## src/rtl/shsm_pkg.sv

```systemverilog
package shsm_pkg;

    typedef enum logic [1:0] {
        ACC_READ  = 2'd0,
        ACC_WRITE = 2'd1,
        ACC_FETCH = 2'd2,
        ACC_RSVD  = 2'd3
    } acc_kind_e;

    typedef enum logic [1:0] {
        SMM_OFF    = 2'b00,
        SMM_LOWWIN = 2'b01,
        SMM_BIOSWN = 2'b10,
        SMM_RELOC  = 2'b11
    } smm_mode_e;

    localparam int CFG_W      = 8;
    localparam int LO_SEGS    = 8;   // 16KB segments in C/D area
    localparam int HI_SEGS    = 4;   // 32KB segments in E/F area
    localparam int LO_SEG_LSB = 14;
    localparam int HI_SEG_LSB = 15;
    localparam int MB_BITS    = 20;

    // bit positions inside the configuration bytes
    localparam int SH_RD_BIT    = 4;
    localparam int SH_WR_BIT    = 5;
    localparam int SMM_CODE_BIT = 0;
    localparam int SMM_OPEN_BIT = 3;

    // relocation bases for the 32KB window, in 32KB units
    localparam logic [4:0] RELOC_BASE_HI = 5'h0D;  // 0x68000
    localparam logic [4:0] RELOC_BASE_LO = 5'h07;  // 0x38000

endpackage

```

## src/rtl/shsm_shadow_map.sv

```systemverilog
module shsm_shadow_map
    import shsm_pkg::*;
#(
    parameter int ADDR_W = 24
) (
    input  logic [ADDR_W-1:0] addr,
    input  logic [1:0]        acc_kind,
    input  logic [CFG_W-1:0]  seg_cfg,
    input  logic [CFG_W-1:0]  ctl_cfg,
    output logic              in_opt_area,
    output logic              in_bios_area,
    output logic              shadow_dram,
    output logic              bios_rd_flag,
    output logic              bios_wr_flag
);
    localparam int LO_IDX_W = $clog2(LO_SEGS);
    localparam int HI_IDX_W = $clog2(HI_SEGS);

    logic              below_mb;
    logic [LO_SEGS-1:0] lo_sel;
    logic [HI_SEGS-1:0] hi_sel;
    logic              seg_on;
    logic              is_write;

    assign below_mb     = (addr >> MB_BITS) == '0;
    assign in_opt_area  = below_mb && (addr[MB_BITS-1:17] == 3'b110);
    assign in_bios_area = below_mb && (addr[MB_BITS-1:17] == 3'b111);

    generate
        for (genvar i = 0; i < LO_SEGS; i++) begin : g_lo
            assign lo_sel[i] = in_opt_area && seg_cfg[i] &&
                (addr[LO_SEG_LSB +: LO_IDX_W] == LO_IDX_W'(i));
        end
        for (genvar j = 0; j < HI_SEGS; j++) begin : g_hi
            assign hi_sel[j] = in_bios_area && ctl_cfg[j] &&
                (addr[HI_SEG_LSB +: HI_IDX_W] == HI_IDX_W'(j));
        end
    endgenerate

    assign seg_on   = (|lo_sel) || (|hi_sel);
    assign is_write = (acc_kind == ACC_WRITE);

    always_comb begin
        shadow_dram = 1'b0;
        if (seg_on)
            shadow_dram = is_write ? ctl_cfg[SH_WR_BIT] : ctl_cfg[SH_RD_BIT];
    end

    assign bios_rd_flag = (|ctl_cfg[HI_SEGS-1:0]) && ctl_cfg[SH_RD_BIT];
    assign bios_wr_flag = (|ctl_cfg[HI_SEGS-1:0]) && ctl_cfg[SH_WR_BIT];

endmodule

```

## src/rtl/shsm_smram_win.sv

```systemverilog
module shsm_smram_win
    import shsm_pkg::*;
#(
    parameter int ADDR_W = 24
) (
    input  logic [ADDR_W-1:0] addr,
    input  logic [1:0]        acc_kind,
    input  logic              in_smm,
    input  logic [CFG_W-1:0]  ctl_cfg,
    input  logic [CFG_W-1:0]  smm_cfg,
    input  logic [CFG_W-1:0]  stat_cfg,
    output logic              win_hit,
    output logic              win_dram,
    output logic [ADDR_W-1:0] win_addr
);
    smm_mode_e   mode;
    logic        below_mb;
    logic        granted;
    logic [4:0]  reloc_base;

    assign mode       = smm_mode_e'(smm_cfg[5:4]);
    assign below_mb   = (addr >> MB_BITS) == '0;
    assign granted    = in_smm || smm_cfg[SMM_OPEN_BIT];
    assign reloc_base = (stat_cfg[7:6] == 2'b10) ? RELOC_BASE_HI : RELOC_BASE_LO;

    always_comb begin
        win_hit  = 1'b0;
        win_dram = 1'b0;
        win_addr = addr;
        unique case (mode)
            SMM_OFF: ;
            SMM_LOWWIN: begin
                win_hit  = below_mb && (addr[MB_BITS-1:17] == 3'b101);
                win_dram = win_hit && (granted ||
                           (smm_cfg[SMM_CODE_BIT] && acc_kind == ACC_FETCH));
            end
            SMM_BIOSWN: begin
                win_hit  = below_mb && (addr[MB_BITS-1:16] == 4'hE) &&
                           (ctl_cfg[1:0] == 2'b00);
                win_dram = win_hit && granted;
            end
            SMM_RELOC: begin
                win_hit  = below_mb && (addr[MB_BITS-1:15] == 5'b10101);
                win_dram = win_hit && granted;
                if (win_dram)
                    win_addr = ADDR_W'({reloc_base, addr[14:0]});
            end
            default: ;
        endcase
    end

endmodule

```

## src/rtl/shsm_decoder.sv

```systemverilog
module shsm_decoder
    import shsm_pkg::*;
#(
    parameter int ADDR_W = 24
) (
    input  logic              clk,
    input  logic              rst_n,
    input  logic [ADDR_W-1:0] addr,
    input  logic [1:0]        acc_kind,
    input  logic              in_smm,
    input  logic [7:0]        shadow_seg_cfg,
    input  logic [7:0]        shadow_ctl_cfg,
    input  logic [7:0]        smm_ctl_cfg,
    input  logic [7:0]        smi_stat_cfg,
    output logic              route_dram,
    output logic [ADDR_W-1:0] dram_addr,
    output logic              smram_hit,
    output logic              bios_shadow_rd,
    output logic              bios_shadow_wr
);
    logic              opt_area, bios_area, sh_dram, brd, bwr;
    logic              w_hit, w_dram;
    logic [ADDR_W-1:0] w_addr;
    logic              legacy_hole;
    logic              nxt_dram;
    logic [ADDR_W-1:0] nxt_addr;

    shsm_shadow_map #(.ADDR_W(ADDR_W)) shadow_i (
        .addr         (addr),
        .acc_kind     (acc_kind),
        .seg_cfg      (shadow_seg_cfg),
        .ctl_cfg      (shadow_ctl_cfg),
        .in_opt_area  (opt_area),
        .in_bios_area (bios_area),
        .shadow_dram  (sh_dram),
        .bios_rd_flag (brd),
        .bios_wr_flag (bwr)
    );

    shsm_smram_win #(.ADDR_W(ADDR_W)) smram_i (
        .addr     (addr),
        .acc_kind (acc_kind),
        .in_smm   (in_smm),
        .ctl_cfg  (shadow_ctl_cfg),
        .smm_cfg  (smm_ctl_cfg),
        .stat_cfg (smi_stat_cfg),
        .win_hit  (w_hit),
        .win_dram (w_dram),
        .win_addr (w_addr)
    );

    assign legacy_hole = ((addr >> MB_BITS) == '0) && (addr[MB_BITS-1:17] >= 3'b101);

    always_comb begin
        nxt_addr = addr;
        if (w_hit) begin
            nxt_dram = w_dram;
            nxt_addr = w_addr;
        end else if (opt_area || bios_area) begin
            nxt_dram = sh_dram;
        end else begin
            nxt_dram = !legacy_hole;
        end
    end

    always_ff @(posedge clk) begin
        if (!rst_n) begin
            route_dram     <= 1'b0;
            dram_addr      <= '0;
            smram_hit      <= 1'b0;
            bios_shadow_rd <= 1'b0;
            bios_shadow_wr <= 1'b0;
        end else begin
            route_dram     <= nxt_dram;
            dram_addr      <= nxt_addr;
            smram_hit      <= w_hit;
            bios_shadow_rd <= brd;
            bios_shadow_wr <= bwr;
        end
    end

endmodule

```

## config.mk

```make
export PLATFORM = sky130hd
export DESIGN_NAME = shsm_decoder
export DESIGN_NICKNAME = d
export VERILOG_FILES = /design/src/rtl/shsm_pkg.sv /design/src/rtl/shsm_shadow_map.sv /design/src/rtl/shsm_smram_win.sv /design/src/rtl/shsm_decoder.sv
export SDC_FILE = /design/constraint.sdc
export NUM_CORES = 1
export LEC_CHECK = 0
export CORE_ASPECT_RATIO = 0.5
export CORE_MARGIN = 2
export CORE_UTILIZATION = 33
export DETAILED_ROUTE_END_ITERATION = 7
export PLACE_DENSITY_LB_ADDON = 0.3
export RECOVER_POWER = 100
export SLEW_MARGIN = 5
export SYNTH_ARGS = -nofsm -noshare
export SYNTH_HDL_FRONTEND = slang
export SYNTH_SLANG_ARGS = --single-unit
```

## constraint.sdc

```tcl
create_clock -name clk -period 3.5 [get_ports clk]
set_clock_uncertainty 0.1 [all_clocks]
set_input_delay 0.7 -clock clk [delete_from_list [all_inputs] [get_ports clk]]
set_output_delay 0.7 -clock clk [all_outputs]
set_load 0.02 [all_outputs]
```

* Yosys cells after proc, flatten, opt, wreduce, memory -nomap -nowiden
Cells that the tools add are included.
** Storage, ports and cells
- Word-level logic and storage cells :: 86
- Output and inout port bits :: 28
- Flip-flop bits (word level) :: 28
** Operators by class
- Magnitude comparators :: 1
- Mux-type cells :: 10
- Reductions and logical operators :: 49
- Equal/unequal tests :: 21
** Operator list (number)
- $mux W24 :: 3
- $logic_and A1 B1 Y1 :: 37
- $logic_not A24 Y1 :: 1
- $eq A3 B3 Y1 const B :: 7
- $eq A2 B2 Y1 const B :: 6
- $reduce_or A4 Y1 :: 2
- $reduce_or A8 Y1 :: 1
- $eq A2 B1 Y1 const B :: 3
- $eq A3 B2 Y1 const B :: 2
- $pmux W1 S3 :: 2
- $eq A5 B5 Y1 const B :: 1
- $eq A4 B4 Y1 const B :: 1
- $logic_not A2 Y1 :: 2
- $logic_or A1 B1 Y1 :: 4
- $mux W1 :: 4
- $mux W4 :: 1
- $eq A3 B1 Y1 const B :: 1
- $ge A3 B3 Y1 const B :: 1
- $logic_not A3 Y1 :: 1
- $logic_not A1 Y1 :: 1

* Longest topological paths before layout
Gate-level depths: netlist (run 1).
- Depth after elaboration :: 9
- Gate-level depth with buffers :: 5

* By module
From an unflattened synthesis (run 1), not the netlist that was laid out.
** Second synthesis, totals
- Cell total of the unflattened synthesis :: 153
- Area, all modules :: 1546.5 um2
** Modules (own cells, without submodules)
- shsm_decoder :: area an instance 1072.3 um2, instances 1, cells an instance 92
- shsm_smram_win :: area an instance 307.8 um2, instances 1, cells an instance 44
- shsm_shadow_map :: area an instance 166.4 um2, instances 1, cells an instance 17

* Least setup slack after synthesis (run 1)
No wires, ideal clock.
- Path type :: input port to flip-flop
- From :: in addr[16]
- To :: reg route_dram
- Stages on the path :: 5
- Library setup time :: 0.127 ns
- Arrival time :: 1.702 ns
- Slack :: 1.571 ns
- Cells stage by stage :: clkbuf_1 > mux4_1 > mux2_2 > nor3_1 > o32ai_1
** Between the ends
- Longest elaborated chain between the ends :: 7
- Elaborated cells on any way between the ends :: 39
- Classes of those cells :: eq/ne (12); mux (5); reduce/logical (22)
** RTL lines
- start, declared :: RTL line shsm_decoder.sv:8 : input logic [ADDR_W-1:0] addr,
- $eq A3 B1 Y1 (tied with other cells) :: RTL line shsm_shadow_map.sv:32 : (addr[LO_SEG_LSB +: LO_IDX_W] == LO_IDX_W'(i));
- $logic_and A1 B1 Y1 (on tied branches) :: RTL line shsm_shadow_map.sv:31, shsm_shadow_map.sv:35
- $reduce_or A8 Y1 / $reduce_or A4 Y1 (equally long branches) :: RTL line shsm_shadow_map.sv:40 : assign seg_on = (|lo_sel) || (|hi_sel);
- $logic_or A1 B1 Y1 :: RTL line shsm_shadow_map.sv:40
- $mux W1 :: RTL line shsm_shadow_map.sv:45 : if (seg_on)
- $mux W1 :: RTL line shsm_decoder.sv:59 : end else if (opt_area || bios_area) begin
- $mux W1 * :: RTL line shsm_decoder.sv:56 : if (w_hit) begin
- end signal, assigned :: RTL line shsm_decoder.sv:74 : route_dram <= nxt_dram;
- end, declared :: RTL line shsm_decoder.sv:15 : output logic route_dram,
Every way passes the cells marked *; elsewhere a longest branch is shown, timed or not.
A chain may end at the register's enable or synchronous reset.

* Worst setup path in the final report (run 1)
- From :: in addr[21]
- To :: reg route_dram
** Between the ends
- Longest elaborated chain between the ends :: 9
- Elaborated cells on any way between the ends :: 45
- Classes of those cells :: mux (5); reduce/logical (40)
** RTL lines (RTL line)
- $logic_not A24 Y1 * :: shsm_shadow_map.sv:25, shsm_smram_win.sv:22, shsm_decoder.sv:52
- $logic_and A1 B1 Y1 (on tied branches) :: shsm_shadow_map.sv:26, shsm_shadow_map.sv:27
- $logic_and A1 B1 Y1 (on tied branches) (2 in a row) :: shsm_shadow_map.sv:31, shsm_shadow_map.sv:35
- $reduce_or A8 Y1 / $reduce_or A4 Y1 (equally long branches) :: shsm_shadow_map.sv:40
- $logic_or A1 B1 Y1 :: shsm_shadow_map.sv:40
- $mux W1 :: shsm_shadow_map.sv:45
- $mux W1 :: shsm_decoder.sv:59
- $mux W1 * :: shsm_decoder.sv:56
Marked as above.

==> results.tsv, run 1 <==
stage	metric	value	unit
run_status	status	finished, final reports clean	
detailed_routing	vias_per_cell	4.49	
pwr	irDropWorstVdd	0.000210	V
yosys	synthDistinctLibCells	29	
clock_network	post_cts_resized	0	
clock_network	numCtsBuffers	3	
yosys	synth-seq-area-share	54.2	%
sta	finalCritPeriodShare	71.6	%
critical_path	cpPeakStageDelay	560	ps
yosys	syn_area	0.00103	mm²
critical_path	crit_type	primary input to register	
sta	max_freq	0.399	GHz
place	gp_congestion	0.787	
pwr	static-leakage-power	0.773	nW
place	io_buffer_count	76	
yosys	ys_ff_latch	28	
detailed_routing	ant_nets	0	
yosys	yosysWarningCount	0	
sta	rsz0062_at_grt	false	
clock_network	cts_tree	done	
sta	max-slew-margin-rel	48.3	%
finish	drive_gt1_share	6.55	%
sta	finalMaxSlewViolations	0	
sta	tightest_slew	773	ps
pwr	finalPower	0.725	mW
sta	setup_tns	0	ps
flow_run	cap_violations	0	
critical_path	path_cells	dlygate4sd3_1 > nor4_1 > and4_4 > a41oi_1 > o32ai_1	
critical_path	end_kind	register	
detailed_routing	drc	0	
detailed_routing	routed_wl	2470	µm
detailed_routing	drtIter0Drc	10	
yosys	synthCells	91	
critical_path	required	3580	ps
finish	finalInstanceArea	0.00189	mm²
min_path	worstHoldPathType	primary input to register	
floorplanning	start_util	34.5	%
critical_path	slowest_stage	dlygate4sd3_1	
sta	min_period	2510	ps
finish	nets	230	
sta	holdWs	896	ps
floorplanning	die_x	83.1	µm
min_path	hold_path_startpoint	addr[9]	
global_routing	antenna_found_initial	0	
finish	diodes	0	
sta	finalSetupViolations	0	
critical_path	start_kind	primary input	
global_routing	grt_max_degree	28	
clock_network	clock-sinks	28	
detailed_routing	dr.pass1.iters	6	
clock_network	cts-hold-fix-buffers	0	
global_routing	overflow	0	
place	dp_hpwl	1970	µm
clock_network	cts_max_path_buffers	2	
yosys	syn_nets	152	
floorplanning	rows	14	
critical_path	worstSetupStartpoint	addr[21]	
global_routing	grt_pass1_vias	926	
place	placed_cells	204	
floorplanning	io_pins	89	
critical_path	critPathMaxFanout	4	
critical_path	crit_arrival	2580	ps
finish	instances_no_fill	208	
detailed_routing	vias	933	
clock_network	path_clk_slew	90	ps
sta	finalHoldViolCount	0	
detailed_routing	wire_per_inst	11.9	µm
place	place_area	0.00183	mm²
yosys	syn_area_per_cell	11.4	µm²
clock_network	cts_setup_buffers	0	
floorplanning	core_area	0.00300	mm²
floorplanning	die_h	43.6	µm
clock_network	cts-htree-levels	1	
finish	area_delta_synth_final	82.8	%
pwr	p_per_area	384	mW/mm²
global_routing	grt_first_pass_wirelength	4040	µm
clock_network	cts_root_buf	clkbuf_8	
floorplanning	die_area	0.00362	mm²
global_routing	track_usage	14.5	%
synth_stat cells:
cell      instances  share of area, %
o221ai_1          1              0.85
nor4_4            1               2.1
mux2i_1           2               1.9
and3_1            1              0.61
a21boi_0          1              0.73
nand2_1           3               1.1
nand3_1           2              0.97
a21oi_1           1              0.48
nand2b_1          3               1.8
and2_1           20                12
or2_2             2               1.2
o21ai_0           1              0.48
o32ai_1           1              0.85
nor4bb_1          1              0.97
and2_2            1              0.73
dfxtp_1          28                54
and4_4            1               1.1
mux2_2            2               2.2
o21a_1            1              0.73
nor2b_1           4               2.4
and4b_2           1               1.1
a41oi_1           1              0.85
a31oi_1           1              0.61
clkbuf_1          3               1.1
o311a_1           2               1.9
nor2_1            2              0.73
nor3_1            1              0.48
mux4_1            2               5.1
o22ai_1           1              0.61
worst paths after layout:
check | slack (ps) | to | depth (start not counted)
worst max-delay path | 990 | route_dram$_SDFF_PN0_ | 5
worst min-delay path | 900 | dram_addr[9]$_SDFF_PN0_ | 2
logic make-up after synthesis:
family / count (synthesis) / share of synthesized area [%]
buffers and inverters: 3 / 1.09
muxes: 6 / 9.20
DFF: 28 / 54.2
AOI/OAI and AO/OA: 11 / 8.11
and+or+nand+nor: 43 / 27.4
metrics by stage:
| step | util (%) | setup slack, ps |
|---|---|---|
| 2_1_floorplan | - | 1570 |
| 3_3_place_gp | 61.2 | 1000 |
| 3_5_place_dp | 61.2 | 947 |
| 4_1_cts | 63.6 | 1240 |
| 5_1_grt | 63.1 | 841 |
| 6_report | 63.1 | 995 |
registers in the layout, summed over array words and instances (netlist names):
register	count
dram_addr	24
bios_shadow_wr	1
route_dram	1
smram_hit	1
bios_shadow_rd	1
where the power goes:
part | switching (mW) | total [mW] | internal, mW
registers | 0.00315 | 0.338 | 0.335
clock network | 0.0950 | 0.248 | 0.153
logic | 0.0526 | 0.139 | 0.0863
layer usage:
layer | GRT usage [%] | routed length, µm | vias to the layer above
met4 | 5.90 | 34 | 0
met1 | 14.5 | 933 | 423
met2 | 28.9 | 1360 | 33
li1 | - | - | 473
met3 | 4.57 | 133 | 4
met5 | 0 | 0 | -
final cells by class:
cell class / count / area, µm²
clock buffers: 3 / 41.3
clock inverters: 1 / 30.0
fillers: 267 / 1110
multi-input cells: 60 / 447
flip-flops and latches: 28 / 561
well taps: 40 / 50.0
repair buffers: 76 / 761
layout by cell type (no fill, tap or decap):
master | synthesis | layout
nor4_1 | 0 | 1
nand2b_1 | 3 | 3
and2_0 | 0 | 7
and2_2 | 1 | 1
nor4bb_1 | 1 | 1
dfxtp_1 | 28 | 28
mux4_1 | 2 | 2
o21ai_0 | 1 | 1
a21boi_0 | 1 | 1
a31oi_1 | 1 | 1
nand3_1 | 2 | 2
nor2_1 | 2 | 2
o311a_1 | 2 | 2
o21a_1 | 1 | 1
o221ai_1 | 1 | 1
and3_1 | 1 | 1
clkdlybuf4s50_1 | 0 | 46
nand2_1 | 3 | 3
mux2i_1 | 2 | 2
a41oi_1 | 1 | 1
o22ai_1 | 1 | 1
o32ai_1 | 1 | 1
bufinv_16 | 0 | 1
nor3_1 | 1 | 1
mux2_2 | 2 | 2
or2_2 | 2 | 2
and2_1 | 20 | 13
a21oi_1 | 1 | 1
clkbuf_8 | 0 | 3
and4_4 | 1 | 1
dlygate4sd3_1 | 0 | 30
nor2b_1 | 4 | 4
and4b_2 | 1 | 1
critical path: cells and delay by family:
| family | cells | cell delay, ps |
|---|---|---|
| AND/OR/NAND/NOR | 2 | 890 |
| AO/OA/AOI/OAI | 2 | 430 |
| buffers and inverters | 1 | 560 |
Note: power is estimated with default switching activity, not from simulation.
==> run 2: changes to the inputs <==
Settings changed: CORE_UTILIZATION 33 to 31.
Clock period 3.5 ns to 2.34 ns, I/O delays scaled along.
==> run 2 against run 1 <==
  * Non-clock buffer count is 2 higher
  * Design area is 1.4% higher
  * Routed wire length is 2.6% higher
  * Via count is 0.32% higher
  * Sequential power is 50% higher
  * Hold slack worse by 250 ps
  * Count of clock-buffer cells in the layout stayed put
  * Core utilization is 0.94 points lower
  * Power is 51% higher
  * Sequential share of layout area is 0.41 points lower
  * First-iteration DRC count is 40% lower
==> results.tsv, run 2 (synthesis results as in run 1) <==
stage	metric	value	unit
detailed_routing	wire_per_inst	12.0	µm
floorplanning	rows	14	
detailed_routing	drc	0	
detailed_routing	vias	936	
min_path	hold_path_startpoint	addr[9]	
finish	layout_common_cells	clkdlybuf4s50_1 (45), dlygate4sd3_1 (31), dfxtp_1 (28), and2_1 (13), and2_0 (7)	
critical_path	slowest_stage	mux4_1	
flow_run	cap_violations	0	
global_routing	overflow	0	
clock_network	numCtsBuffers	3	
clock_network	cts_root_buf	clkbuf_8	
global_routing	grt_first_pass_wirelength	4150	µm
clock_network	path_clk_slew	90	ps
floorplanning	io_pins	89	
critical_path	start_kind	primary input	
detailed_routing	dr.pass1.iters	4	
finish	area_delta_synth_final	85.4	%
critical_path	required	2400	ps
floorplanning	die_x	85.7	µm
finish	top_register	dram_addr	
detailed_routing	ant_nets	0	
sta	min_period	2030	ps
finish	largest_reg_flops	24	
critical_path	crit_type	primary input to register	
pwr	swShare	21.5	%
critical_path	path_buf_inv	1	
critical_path	crit_arrival	2080	ps
clock_network	post_cts_resized	0	
global_routing	antenna_found_initial	0	
place	gp_congestion	0.764	
pwr	static-leakage-power	0.782	nW
clock_network	clock-sinks	28	
finish	instances_no_fill	210	
global_routing	grt_max_degree	17	
finish	nets	232	
pwr	p_int	0.860	mW
critical_path	path_delay_family	multiplexers	
sta	finalCritPeriodShare	86.6	%
place	dp_hpwl	2110	µm
sta	max_freq	0.494	GHz
sta	max-slew-margin-rel	68.3	%
pwr	clock_power_share	34.5	%
finish	final_common_cell	clkdlybuf4s50_1	
place	placed_cells	206	
finish	final_util	62.1	%
critical_path	worstSetupStartpoint	addr[14]	
sta	rsz0062_at_grt	false	
detailed_routing	vias_per_cell	4.46	
critical_path	end_kind	register	
sta	finalSetupViolations	0	
place	place_area	0.00185	mm²
finish	diodes	0	
clock_network	cts_tree	done	
critical_path	path_cells	clkdlybuf4s50_1 > mux4_1 > mux2_2 > nor3_1 > o32ai_1	
detailed_routing	routed_wl	2530	µm
floorplanning	die_h	44.8	µm
pwr	switching_power	0.236	mW
sta	setup_tns	0	ps
sta	holdWs	650	ps
floorplanning	start_util	33.5	%
critical_path	cp-endpoint	route_dram$_SDFF_PN0_	
detailed_routing	drtIter0Drc	6	
pwr	p_seq_share	46.1	%
clock_network	cts_setup_buffers	0	
pwr	comb_power_share	19.3	%
clock_network	cts-hold-fix-buffers	0	
sta	tightest_slew	475	ps
pwr	irDropWorstVdd	0.000349	V
critical_path	cpPeakStageDelay	560	ps
floorplanning	die_area	0.00384	mm²
pwr	p_per_area	572	mW/mm²
sta	finalHoldViolCount	0	
clock_network	cts_max_path_buffers	2	
global_routing	track_usage	14.2	%
finish	drive_gt1_share	7.65	%
critical_path	critPathMaxFanout	3	
min_path	worstHoldPathType	primary input to register	
run_status	status	finished, final reports clean	
sta	finalMaxSlewViolations	0	
floorplanning	core_area	0.00308	mm²
finish	finalInstanceArea	0.00192	mm²
place	io_buffer_count	76	
clock_network	cts-htree-levels	1	
critical_path	critical_path_depth	5	
global_routing	grt_pass1_vias	930	
run 2: metrics by stage:
step                      power (mW)  worst slack (ps)
after floorplan                0.596               643
after global placement         0.738              75.1
after detailed placement       0.743              25.2
after CTS                       1.12               326
after global routing            1.15               233
final                           1.10               315
run 2: area by class of cell:
| cell class | instances | area (µm²) |
|---|---|---|
| repair buffers | 78 | 772 |
| flip-flops and latches | 28 | 561 |
| well taps | 40 | 50.0 |
| fillers | 248 | 1170 |
| clock buffers | 3 | 41.3 |
| multi-input cells | 60 | 462 |
| clock inverters | 1 | 30.0 |
run 2: per-layer routing:
metal | GRT usage, % | wire length [µm] | vias to the layer above
li1 | - | - | 477
met1 | 14.7 | 967 | 421
met2 | 28.9 | 1390 | 36
met3 | 4.57 | 156 | 2
met4 | 2.86 | 13 | 0
met5 | 0 | 0 | -
run 2: power by group through the flow:
stage               logic [mW]  registers [mW]  clock network, mW
floorplan               0.0453           0.551                  0
global placement         0.221           0.518                  0
detailed placement       0.225           0.519                  0
CTS                      0.226           0.508              0.388
global route             0.227           0.509              0.411
finish                   0.212           0.506              0.379
run 2: worst min-delay path by stage:
stage / depth (start not counted) / endpoint
5_1_grt: 2 / dram_addr[9]$_SDFF_PN0_
4_1_cts: 2 / dram_addr[9]$_SDFF_PN0_
2_1_floorplan: 2 / dram_addr[19]$_SDFF_PN0_
3_5_place_dp: 2 / dram_addr[9]$_SDFF_PN0_
3_3_place_gp: 2 / dram_addr[9]$_SDFF_PN0_
6_report: 2 / dram_addr[9]$_SDFF_PN0_
